--- src/rtl/lcl_pkg.sv ---
// Shared constants and helpers of the local interrupt unit.
// Assumes a 32-bit bus and a fixed set of seven sources per core.
package lcl_pkg;
    localparam int NSRC   = 7;
    localparam int IDW    = 3;
    localparam int DATA_W = 32;
    localparam int ADDR_W = 5;
    localparam int CTL_W  = 4;

    // source indices, also the delivery priority (low wins)
    localparam int SRC_WD   = 0;
    localparam int SRC_CMP  = 1;
    localparam int SRC_TMR  = 2;
    localparam int SRC_PERF = 3;
    localparam int SRC_SWA  = 4;
    localparam int SRC_SWB  = 5;
    localparam int SRC_DBG  = 6;

    // register offsets inside a window
    localparam logic [3:0] OFS_CTL  = 4'd0;
    localparam logic [3:0] OFS_PEND = 4'd1;
    localparam logic [3:0] OFS_MASK = 4'd2;
    localparam logic [3:0] OFS_MSET = 4'd3;
    localparam logic [3:0] OFS_MCLR = 4'd4;
    localparam logic [3:0] OFS_SWI  = 4'd5;
    localparam logic [3:0] OFS_SEL  = 4'd6;
    localparam int         OFS_MAP0 = 8;

    localparam int MAP_FLAG_BIT = 31;

    // Returns 1 when the control bits allow source s to reach a pin.
    function automatic logic src_routable(input logic [CTL_W-1:0] ctl, input int s);
        case (s)
            SRC_TMR:          return ctl[0];
            SRC_PERF:         return ctl[1];
            SRC_SWA, SRC_SWB: return ctl[2];
            SRC_DBG:          return ctl[3];
            default:          return 1'b1;
        endcase
    endfunction
endpackage

--- src/rtl/lcl_core_regs.sv ---
// Register file of one core: mask, software bits, routable control,
// routing registers and the other-core select register.
// Assumes the parent has already decoded that this core is the target.
module lcl_core_regs
    import lcl_pkg::*;
#(
    parameter int PIN_W  = 3,
    parameter int CORE_W = 1
) (
    input  logic                    clk,
    input  logic                    rst_n,
    input  logic                    wr_en,
    input  logic [3:0]              wr_ofs,
    input  logic [DATA_W-1:0]       wr_data,
    input  logic                    sel_we,
    input  logic [CORE_W-1:0]       sel_data,
    output logic [NSRC-1:0]         mask_q,
    output logic [1:0]              sw_q,
    output logic [CTL_W-1:0]        ctl_q,
    output logic [NSRC-1:0]         flag_q,
    output logic [NSRC*PIN_W-1:0]   pin_q,
    output logic [CORE_W-1:0]       sel_q
);
    // Updates the per-core state from decoded bus writes.
    always_ff @(posedge clk) begin
        if (!rst_n) begin
            mask_q <= '0;
            sw_q   <= '0;
            ctl_q  <= '1;
            flag_q <= '0;
            pin_q  <= '0;
            sel_q  <= '0;
        end else begin
            if (wr_en) begin
                case (wr_ofs)
                    OFS_CTL:  ctl_q  <= wr_data[CTL_W-1:0];
                    OFS_MSET: mask_q <= mask_q | wr_data[NSRC-1:0];
                    OFS_MCLR: mask_q <= mask_q & ~wr_data[NSRC-1:0];
                    OFS_SWI:  sw_q   <= wr_data[1:0];
                    default: ;
                endcase
                for (int s = 0; s < NSRC; s++) begin
                    if (wr_ofs == 4'(OFS_MAP0 + s)) begin
                        flag_q[s]                 <= wr_data[MAP_FLAG_BIT];
                        pin_q[s*PIN_W +: PIN_W]   <= wr_data[PIN_W-1:0];
                    end
                end
            end
            if (sel_we) sel_q <= sel_data;
        end
    end
endmodule

--- src/rtl/lcl_prio.sv ---
// Lowest-index-first encoder; reports NSRC when no input bit is set.
// Assumes NSRC fits in IDW bits.
module lcl_prio
    import lcl_pkg::*;
(
    input  logic [NSRC-1:0] req,
    output logic [IDW-1:0]  id
);
    // Scans from the top so the lowest set bit is the last assignment.
    always_comb begin
        id = IDW'(NSRC);
        for (int s = NSRC - 1; s >= 0; s--) begin
            if (req[s]) id = IDW'(s);
        end
    end
endmodule

--- src/rtl/lcl_router.sv ---
// Builds one core's pin vector from active sources and routing registers.
// Assumes pin numbers at or above NUM_PINS are simply unused.
module lcl_router
    import lcl_pkg::*;
#(
    parameter int NUM_PINS = 6,
    parameter int PIN_W    = 3
) (
    input  logic [NSRC-1:0]       active,
    input  logic [NSRC-1:0]       flag,
    input  logic [NSRC*PIN_W-1:0] pin,
    input  logic [CTL_W-1:0]      ctl,
    output logic [NUM_PINS-1:0]   pins
);
    // ORs every enabled, routable, active source onto its pin.
    always_comb begin
        pins = '0;
        for (int s = 0; s < NSRC; s++) begin
            if (active[s] && flag[s] && src_routable(ctl, s)) begin
                for (int p = 0; p < NUM_PINS; p++) begin
                    if (pin[s*PIN_W +: PIN_W] == PIN_W'(p)) pins[p] = 1'b1;
                end
            end
        end
    end
endmodule

--- src/rtl/lcl_irq_unit.sv ---
// Top of the per-core local interrupt unit: bus decode with local and
// other-core windows, per-core register files, priority and routing.
// Assumes one access per cycle on the shared bus.
module lcl_irq_unit
    import lcl_pkg::*;
#(
    parameter int NUM_CORES = 2,
    parameter int NUM_PINS  = 6,
    parameter int CORE_W    = (NUM_CORES > 1) ? $clog2(NUM_CORES) : 1
) (
    input  logic                          clk,
    input  logic                          rst_n,
    input  logic                          bus_en,
    input  logic                          bus_we,
    input  logic [CORE_W-1:0]             bus_core,
    input  logic [ADDR_W-1:0]             bus_addr,
    input  logic [DATA_W-1:0]             bus_wdata,
    output logic [DATA_W-1:0]             bus_rdata,
    input  logic [NUM_CORES*NSRC-1:0]     src_in,
    output logic [NUM_CORES*IDW-1:0]      irq_id,
    output logic [NUM_CORES*NUM_PINS-1:0] pin_out
);
    localparam int PIN_W = (NUM_PINS > 1) ? $clog2(NUM_PINS) : 1;

    logic [NSRC-1:0]       mask_a [NUM_CORES];
    logic [1:0]            sw_a   [NUM_CORES];
    logic [CTL_W-1:0]      ctl_a  [NUM_CORES];
    logic [NSRC-1:0]       flag_a [NUM_CORES];
    logic [NSRC*PIN_W-1:0] pin_a  [NUM_CORES];
    logic [CORE_W-1:0]     sel_a  [NUM_CORES];
    logic [NSRC-1:0]       pend_a [NUM_CORES];

    logic [3:0]        ofs;
    logic              req_ok;
    logic [CORE_W-1:0] sel_req;
    logic [CORE_W-1:0] tgt;
    logic              tgt_ok;
    logic [DATA_W-1:0] rd_val;

    assign ofs = bus_addr[3:0];

    // Resolves the requester's select value and the target core.
    always_comb begin
        req_ok  = (int'(bus_core) < NUM_CORES);
        sel_req = '0;
        for (int c = 0; c < NUM_CORES; c++) begin
            if (bus_core == CORE_W'(c)) sel_req = sel_a[c];
        end
        tgt    = bus_addr[4] ? sel_req : bus_core;
        tgt_ok = req_ok && (int'(tgt) < NUM_CORES);
    end

    for (genvar c = 0; c < NUM_CORES; c++) begin : g_core
        logic wr_c;
        logic sel_we_c;

        assign wr_c     = bus_en && bus_we && tgt_ok && (tgt == CORE_W'(c)) && (ofs != OFS_SEL);
        assign sel_we_c = bus_en && bus_we && req_ok && (bus_core == CORE_W'(c)) && (ofs == OFS_SEL);

        lcl_core_regs #(.PIN_W(PIN_W), .CORE_W(CORE_W)) u_regs (
            .clk      (clk),
            .rst_n    (rst_n),
            .wr_en    (wr_c),
            .wr_ofs   (ofs),
            .wr_data  (bus_wdata),
            .sel_we   (sel_we_c),
            .sel_data (bus_wdata[CORE_W-1:0]),
            .mask_q   (mask_a[c]),
            .sw_q     (sw_a[c]),
            .ctl_q    (ctl_a[c]),
            .flag_q   (flag_a[c]),
            .pin_q    (pin_a[c]),
            .sel_q    (sel_a[c])
        );

        assign pend_a[c] = {src_in[c*NSRC + SRC_DBG], sw_a[c],
                            src_in[c*NSRC +: SRC_SWA]};

        lcl_prio u_prio (
            .req (pend_a[c] & mask_a[c]),
            .id  (irq_id[c*IDW +: IDW])
        );

        lcl_router #(.NUM_PINS(NUM_PINS), .PIN_W(PIN_W)) u_route (
            .active (pend_a[c] & mask_a[c]),
            .flag   (flag_a[c]),
            .pin    (pin_a[c]),
            .ctl    (ctl_a[c]),
            .pins   (pin_out[c*NUM_PINS +: NUM_PINS])
        );
    end

    // Selects the read value of the addressed register.
    always_comb begin
        rd_val = '0;
        if (req_ok && ofs == OFS_SEL) rd_val = DATA_W'(sel_req);
        for (int c = 0; c < NUM_CORES; c++) begin
            if (tgt_ok && tgt == CORE_W'(c)) begin
                case (ofs)
                    OFS_CTL:  rd_val = DATA_W'(ctl_a[c]);
                    OFS_PEND: rd_val = DATA_W'(pend_a[c]);
                    OFS_MASK: rd_val = DATA_W'(mask_a[c]);
                    OFS_SWI:  rd_val = DATA_W'(sw_a[c]);
                    default: ;
                endcase
                for (int s = 0; s < NSRC; s++) begin
                    if (ofs == 4'(OFS_MAP0 + s)) begin
                        rd_val = DATA_W'(pin_a[c][s*PIN_W +: PIN_W]);
                        rd_val[MAP_FLAG_BIT] = flag_a[c][s];
                    end
                end
            end
        end
    end

    // Captures read data on an accepted read, holds it otherwise.
    always_ff @(posedge clk) begin
        if (!rst_n)               bus_rdata <= '0;
        else if (bus_en && !bus_we) bus_rdata <= rd_val;
    end
endmodule

--- config.mk ---
export PLATFORM = sky130hd
export DESIGN_NAME = lcl_irq_unit
export DESIGN_NICKNAME = d
export VERILOG_FILES = /design/src/rtl/lcl_pkg.sv /design/src/rtl/lcl_core_regs.sv /design/src/rtl/lcl_prio.sv /design/src/rtl/lcl_router.sv /design/src/rtl/lcl_irq_unit.sv
export SDC_FILE = /design/constraint.sdc
export NUM_CORES = 1
export LEC_CHECK = 0
export BUFFER_PORTS_ARGS = -buffer_cell sky130_fd_sc_hd__buf_2
export CAP_MARGIN = 20
export CORE_MARGIN = 2
export CORE_UTILIZATION = 35
export DETAILED_ROUTE_END_ITERATION = 10
export PLACE_DENSITY = 0.64
export SYNTH_ARGS = -nofsm -noshare
export SYNTH_HDL_FRONTEND = slang
export SYNTH_SLANG_ARGS = --single-unit
--- constraint.sdc ---
create_clock -name clk -period 2.25 [get_ports clk]
set_input_delay 0.3375 -clock clk [delete_from_list [all_inputs] [get_ports clk]]
set_output_delay 0.3375 -clock clk [all_outputs]
set_load 0.01 [all_outputs]
Word level (Yosys, flattened, before mapping)
Cells that the tools add are included.
- input bits: 56
- register bits: 116
- reductions and logical operators: 71
- eq/ne operators: 84
- bitwise logic cells: 9
- multiplexer cells: 135
- operator list (kind ; number):
    32-bit 2-to-1 mux ; 16
    32-bit one-hot mux with 4 select lines ; 1
    1-bit 2-to-1 mux ; 89
    3-bit by 2-bit == test with 1-bit output, second input constant ; 28
    3-bit == test, second input constant ; 28
    6-bit 2-to-1 mux ; 14
    3-bit by 1-bit == test with 1-bit output, second input constant ; 14
    3-bit zero test ; 14
    2-bit AND reduction ; 20
    1-bit logical AND ; 34
    7-bit AND ; 4
    4-bit == test, second input constant ; 7
    7-bit one-hot mux with 2 select lines ; 2
    7-bit one-hot mux with 4 select lines ; 1
    3-bit 2-to-1 mux ; 8
    7-bit OR ; 2
    4-bit by 3-bit == test with 1-bit output, second input constant ; 3
    4-bit by 2-bit == test with 1-bit output, second input constant ; 2
    2-bit 2-to-1 mux ; 4
    7-bit inverter ; 1
    4-bit by 1-bit == test with 1-bit output, second input constant ; 1
    4-bit zero test ; 1
    4-bit by 3-bit != test with 1-bit output, second input constant ; 1
    1-bit inverter ; 2
    2 further kinds ; 2

Logic depth before layout (Yosys ltp)
- depth in word-level cells: 20
- mapped depth: 9
- gate-level depth less buffers: 6

Modules after synthesis
From an unflattened synthesis, not the netlist that was laid out.
- cells, all modules: 845
- area total of the unflattened synthesis: 6616.3 um^2
- by module, submodules not included (module ; area an instance (um^2) ; cells each ; instances):
    lcl_core_regs ; 1881.8 ; 216 ; 2
    lcl_irq_unit ; 1855.5 ; 242 ; 1
    lcl_router (g_core[1].u_route) ; 450.4 ; 76 ; 1
    lcl_router (g_core[0].u_route) ; 446.7 ; 77 ; 1
    lcl_prio ; 50.0 ; 9 ; 2

Least setup slack after synthesis
OpenSTA, ideal clock, no wires.
- path type: input -> register
- from: input bus_core
- to: register g_core[0].u_regs.pin_q[1]
- path buffers: 2
- data required time: 2.134 ns
- setup time: 0.116 ns
- setup slack: 0.500 ns
- arrival time: 1.634 ns
- stages on the path: 8
- path through: buf_6 -> a21oi_2 -> a31oi_4 -> or3_1 -> buf_4 -> nor2_4 -> mux2i_1 -> nor2b_1
- longest elaborated chain between the ends: 6
- RTL lines (item ; line ; RTL):
    start: declaration ; lcl_irq_unit.sv:15 ; input logic [CORE_W-1:0] bus_core,
    1-bit 2-to-1 mux ; lcl_irq_unit.sv:47 ; if (bus_core == CORE_W'(c)) sel_req = sel_a[c];
    1-bit 2-to-1 mux (*) ; lcl_irq_unit.sv:49 ; tgt = bus_addr[4] ? sel_req : bus_core;
    1-bit inverter (*) ; n/a ;
    1-bit logical AND (*) (2 in a row) ; lcl_irq_unit.sv:57 ; assign wr_c = bus_en && bus_we && tgt_ok && (tgt == CORE_W'(c)) && (ofs != OFS_SEL);
    2-bit AND reduction (no source line) (*) ; n/a ;
    end signal: indexed assignment ; lcl_core_regs.sv:45 ; pin_q[s*PIN_W +: PIN_W] <= wr_data[PIN_W-1:0];
    end: declaration ; lcl_core_regs.sv:21 ; output logic [NSRC*PIN_W-1:0] pin_q,
Mark *: on every way between the ends. The rest lies on a longest branch, timed or not.
A chain may end at the register's enable or synchronous reset.

Final worst setup path
- from: register g_core[0].u_regs.ctl_q[2]
- to: output pin_out[0]
- longest elaborated chain between the ends: 6
- RTL lines (item ; line ; RTL):
    start: declaration ; lcl_core_regs.sv:19 ; output logic [CTL_W-1:0] ctl_q,
    start signal: assignment ; lcl_core_regs.sv:36 ; OFS_CTL: ctl_q <= wr_data[CTL_W-1:0];
    1-bit logical AND ; lcl_router.sv:19 ; if (active[s] && flag[s] && src_routable(ctl, s)) begin
    6-bit 2-to-1 mux ; lcl_router.sv:19 ;
    1-bit 2-to-1 mux ; lcl_router.sv:21 ; if (pin[s*PIN_W +: PIN_W] == PIN_W'(p)) pins[p] = 1'b1;
    6-bit 2-to-1 mux (*) ; lcl_router.sv:19 ;
    1-bit 2-to-1 mux ; lcl_router.sv:21 ;
    6-bit 2-to-1 mux (*) ; lcl_router.sv:19 ;
    end: declaration ; lcl_irq_unit.sv:21 ; output logic [NUM_CORES*NUM_PINS-1:0] pin_out
Marked as above.

==> results.yml <==
clocking:
  htree_levels: 3
  clk_latency_ns: 0.35
  cts_tree: "done"
  ctsHoldBuffers: 0
  cts-root-buf: "clkbuf_16"
  cts.sinks: 92
  cts_buffers: 9
  clk_pin_slew_ns: 0.06
  max-clock-path-buffers: 2
setup_path:
  timing.critical_path.cells: "nand4_1 -> buf_4 -> buf_4 -> nor4_1 -> a2111oi_0 -> nand2_1 -> buf_2"
  critPathSlowestCell: "dfxtp_2"
  cp-end-kind: "output port"
  cp_top_family: "simple AND/OR/NAND/NOR gates"
  r2r_slack_ns: 0.40
  reg2regPathDepth: 5
  arrival_ns: 1.96
  required_ns: 1.91
  timing.critical_path.from: "g_core[0].u_regs.ctl_q[2]"
  start_kind: "flop"
  worstSetupPathType: "reg -> out"
  crit_cells: 7
  r2r-end: "g_core[1].u_regs.flag_q[0]"
  endpoint: "pin_out[0]"
  reg2reg_from: "g_core[1].u_regs.sel_q"
  crit_path_frequent_cell: "buf_4"
  max_stage_delay_ns: 0.36
  worst-path-buf-inv: 3
  path_max_fanout: 4
sta:
  relSlewSlack: 0.595
  finalHoldViolCount: 0
  final.setup_skew_ns: 0.00411
  rsz0062_at_grt: "yes"
  timing.fmax_ghz: 0.435
  tightestPinTransition_ns: 0.608
  slew_viol_final: 0
  timing.hold.ws_ns: 0.299
  timing.final.ws_setup_ns: -0.0472
  finalCritPeriodShare: 1.02
  finalSetupViolCount: 2
  final.min_clock_period_ns: 2.30
finish:
  area_delta_synth_final_pct: 16.5
  fin_cells: 1060
  nets: 886
  drive_gt1_frac: 0.206
  diodes: 0
route:
  antenna_left: 0
  routed_wl_mm: 20.6
  detail_route.iter0.violations: 554
  vias_per_cell: 5.79
  firstDrtPassIters: 5
  wl_per_cell_um: 19.4
  vias: 6141
  drc_errors: 0
yosys:
  yosys_register_bits: 92
  syn_area_um2: 6190
  syn_area_per_cell_um2: 8.07
  ys_async_sr_fraction: 0
  synth_flop_cell: "dfxtp_1"
  synth_edf_count: 0
  synth.distinct_cells: 65
  syn_inst: 767
  ys.warnings.count: 0
  yosysSeqAreaShare: 0.297
run:
  drv_cap: 0
grt:
  grt_pass1_wl_mm: 31.3
  track_usage: 0.218
  antenna_found_initial: 0
  grt_max_degree: 40
  grt_remaining_overflow: 0
  grt_pass1_vias: 5650
floorplan:
  ios: 106
  core_area_um2: 17300
  die_x_um: 137
  num_rows: 48
  die_area_um2: 18800
  start_util: 0.358
  die_h_um: 137
power:
  p_per_area_nw_per_um2: 536
  power_leakage_nw: 2.89
  vdd_ir_drop_max_uv: 335
placed_design:
  gp_congestion: 0.937
  place_hpwl_mm: 15.1
  io_buffer_count: 53
  dp.cells: 1038
outcome:
  violations: "setup timing"
  status: "finished with violations"
worst_hold_path:
  hold_path_class: "in -> reg"
==> worst min-delay path, cell delays in order <==
cell,delay (ns)
buf_2,0.14
mux2i_1,0.08
nand2_1,0.06
==> power by group <==
part	switching (W)	total, W	internal [W]
Sequential	0.0000134	0.00165	0.00164
Combinational	0.000309	0.000476	0.000167
Clock	0.000657	0.00174	0.00108
Total	0.000980	0.00387	0.00289
==> metrics by stage <==
stage	total power (W)	util	area (um^2)	TNS (ns)	setup WS (ns)
after floorplan	0.00201	-	6280	0	0.500
after global placement	0.00215	0.390	6740	0	0.142
after detailed placement	0.00215	0.390	6740	0	0.162
after CTS	0.00389	0.411	7110	0	0.00204
after global routing	0.00399	0.417	7220	-0.233	-0.0740
final	0.00387	0.417	7220	-0.0695	-0.0472
==> cell usage after synthesis (all sizes together) (2+ instances only) <==
master	number	area (um^2)
a2111oi	3	26.3
a21boi	14	105
a21o	3	22.5
a21oi	35	179
a221oi	15	131
a222oi	2	20.0
a22o	6	52.6
a22oi	7	52.6
a31oi	13	96.3
a32oi	3	26.3
and2	2	12.5
and3	2	12.5
buf	47	322
clkbuf	26	97.6
dfxtp	92	1840
inv	16	60.1
mux2	5	56.3
mux2i	76	761
nand2	83	312
nand2b	11	71.3
nand3	22	110
nand3b	4	30.0
nand4	18	125
nor2	40	183
nor2b	85	534
nor3	25	148
nor3b	10	75.1
nor4	19	179
o211ai	5	37.5
o21ai	37	185
o21bai	3	26.3
o221ai	6	52.6
o22ai	10	62.6
o31ai	3	22.5
or3	2	12.5
or4	2	15.0
==> area by class of cell <==
type	count	area (um^2)
clock buffers	9	225
clock inverters	7	115
fillers	1790	10100
inverters	16	60.1
multi-input cells	609	4030
flip-flops and latches	92	1860
well taps	225	282
repair buffers	102	646
==> worst min path at each step <==
| stage | from | endpoint | cells after the start |
|---|---|---|---|
| global placement | g_core[0].u_regs.flag_q[3] | g_core[0].u_regs.flag_q[3] | 2 |
| detailed placement | g_core[0].u_regs.flag_q[3] | g_core[0].u_regs.flag_q[3] | 2 |
| global route | bus_wdata[3] | g_core[0].u_regs.ctl_q[3] | 3 |
| finish | bus_wdata[3] | g_core[0].u_regs.ctl_q[3] | 3 |
| floorplan | bus_wdata[3] | g_core[0].u_regs.ctl_q[3] | 2 |
| CTS | bus_wdata[3] | g_core[0].u_regs.ctl_q[3] | 3 |
==> what timing repair did <==
action,CTS,global route
cloned,0,0
gates resized for setup,5,25
setup endpoints to repair,3,9
setup buffers,2,4
pin swaps,4,12
==> cell families after synthesis <==
kind of cell           Yosys count  synth area share
AO/OA/AOI/OAI                  176             0.195
other                            1          0.000605
multiplexers                    81             0.132
flip-flops                      92             0.297
buffers and inverters           89            0.0774
AND/OR/NAND/NOR                328             0.298
==> cells in the final DEF (no fill, tap or decap), drive strengths merged, types with 7 or more instances in the layout <==
cell | netlist | routed
nor2 | 40 | 40
nor2b | 85 | 85
nor3 | 25 | 25
a22oi | 7 | 7
a31oi | 13 | 13
conb | 1 | 24
a21boi | 14 | 14
nand3 | 22 | 22
nor4 | 19 | 19
buf | 47 | 102
nand2b | 11 | 11
nand4 | 18 | 18
nand2 | 83 | 83
a21oi | 35 | 35
mux2i | 76 | 76
a221oi | 15 | 15
o22ai | 10 | 10
nor3b | 10 | 10
clkbuf | 26 | 9
o21ai | 37 | 37
inv | 16 | 16
dfxtp | 92 | 92
==> metal layers <==
metal | share of wire | vias up | global-route usage
met3 | 0.074 | 38 | 0.0396
li1 | - | 2882 | -
met5 | 0 | - | 0
met2 | 0.46 | 309 | 0.345
met1 | 0.44 | 2912 | 0.291
met4 | 0.023 | 0 | 0.0871
(Power assumes the default switching activity.)
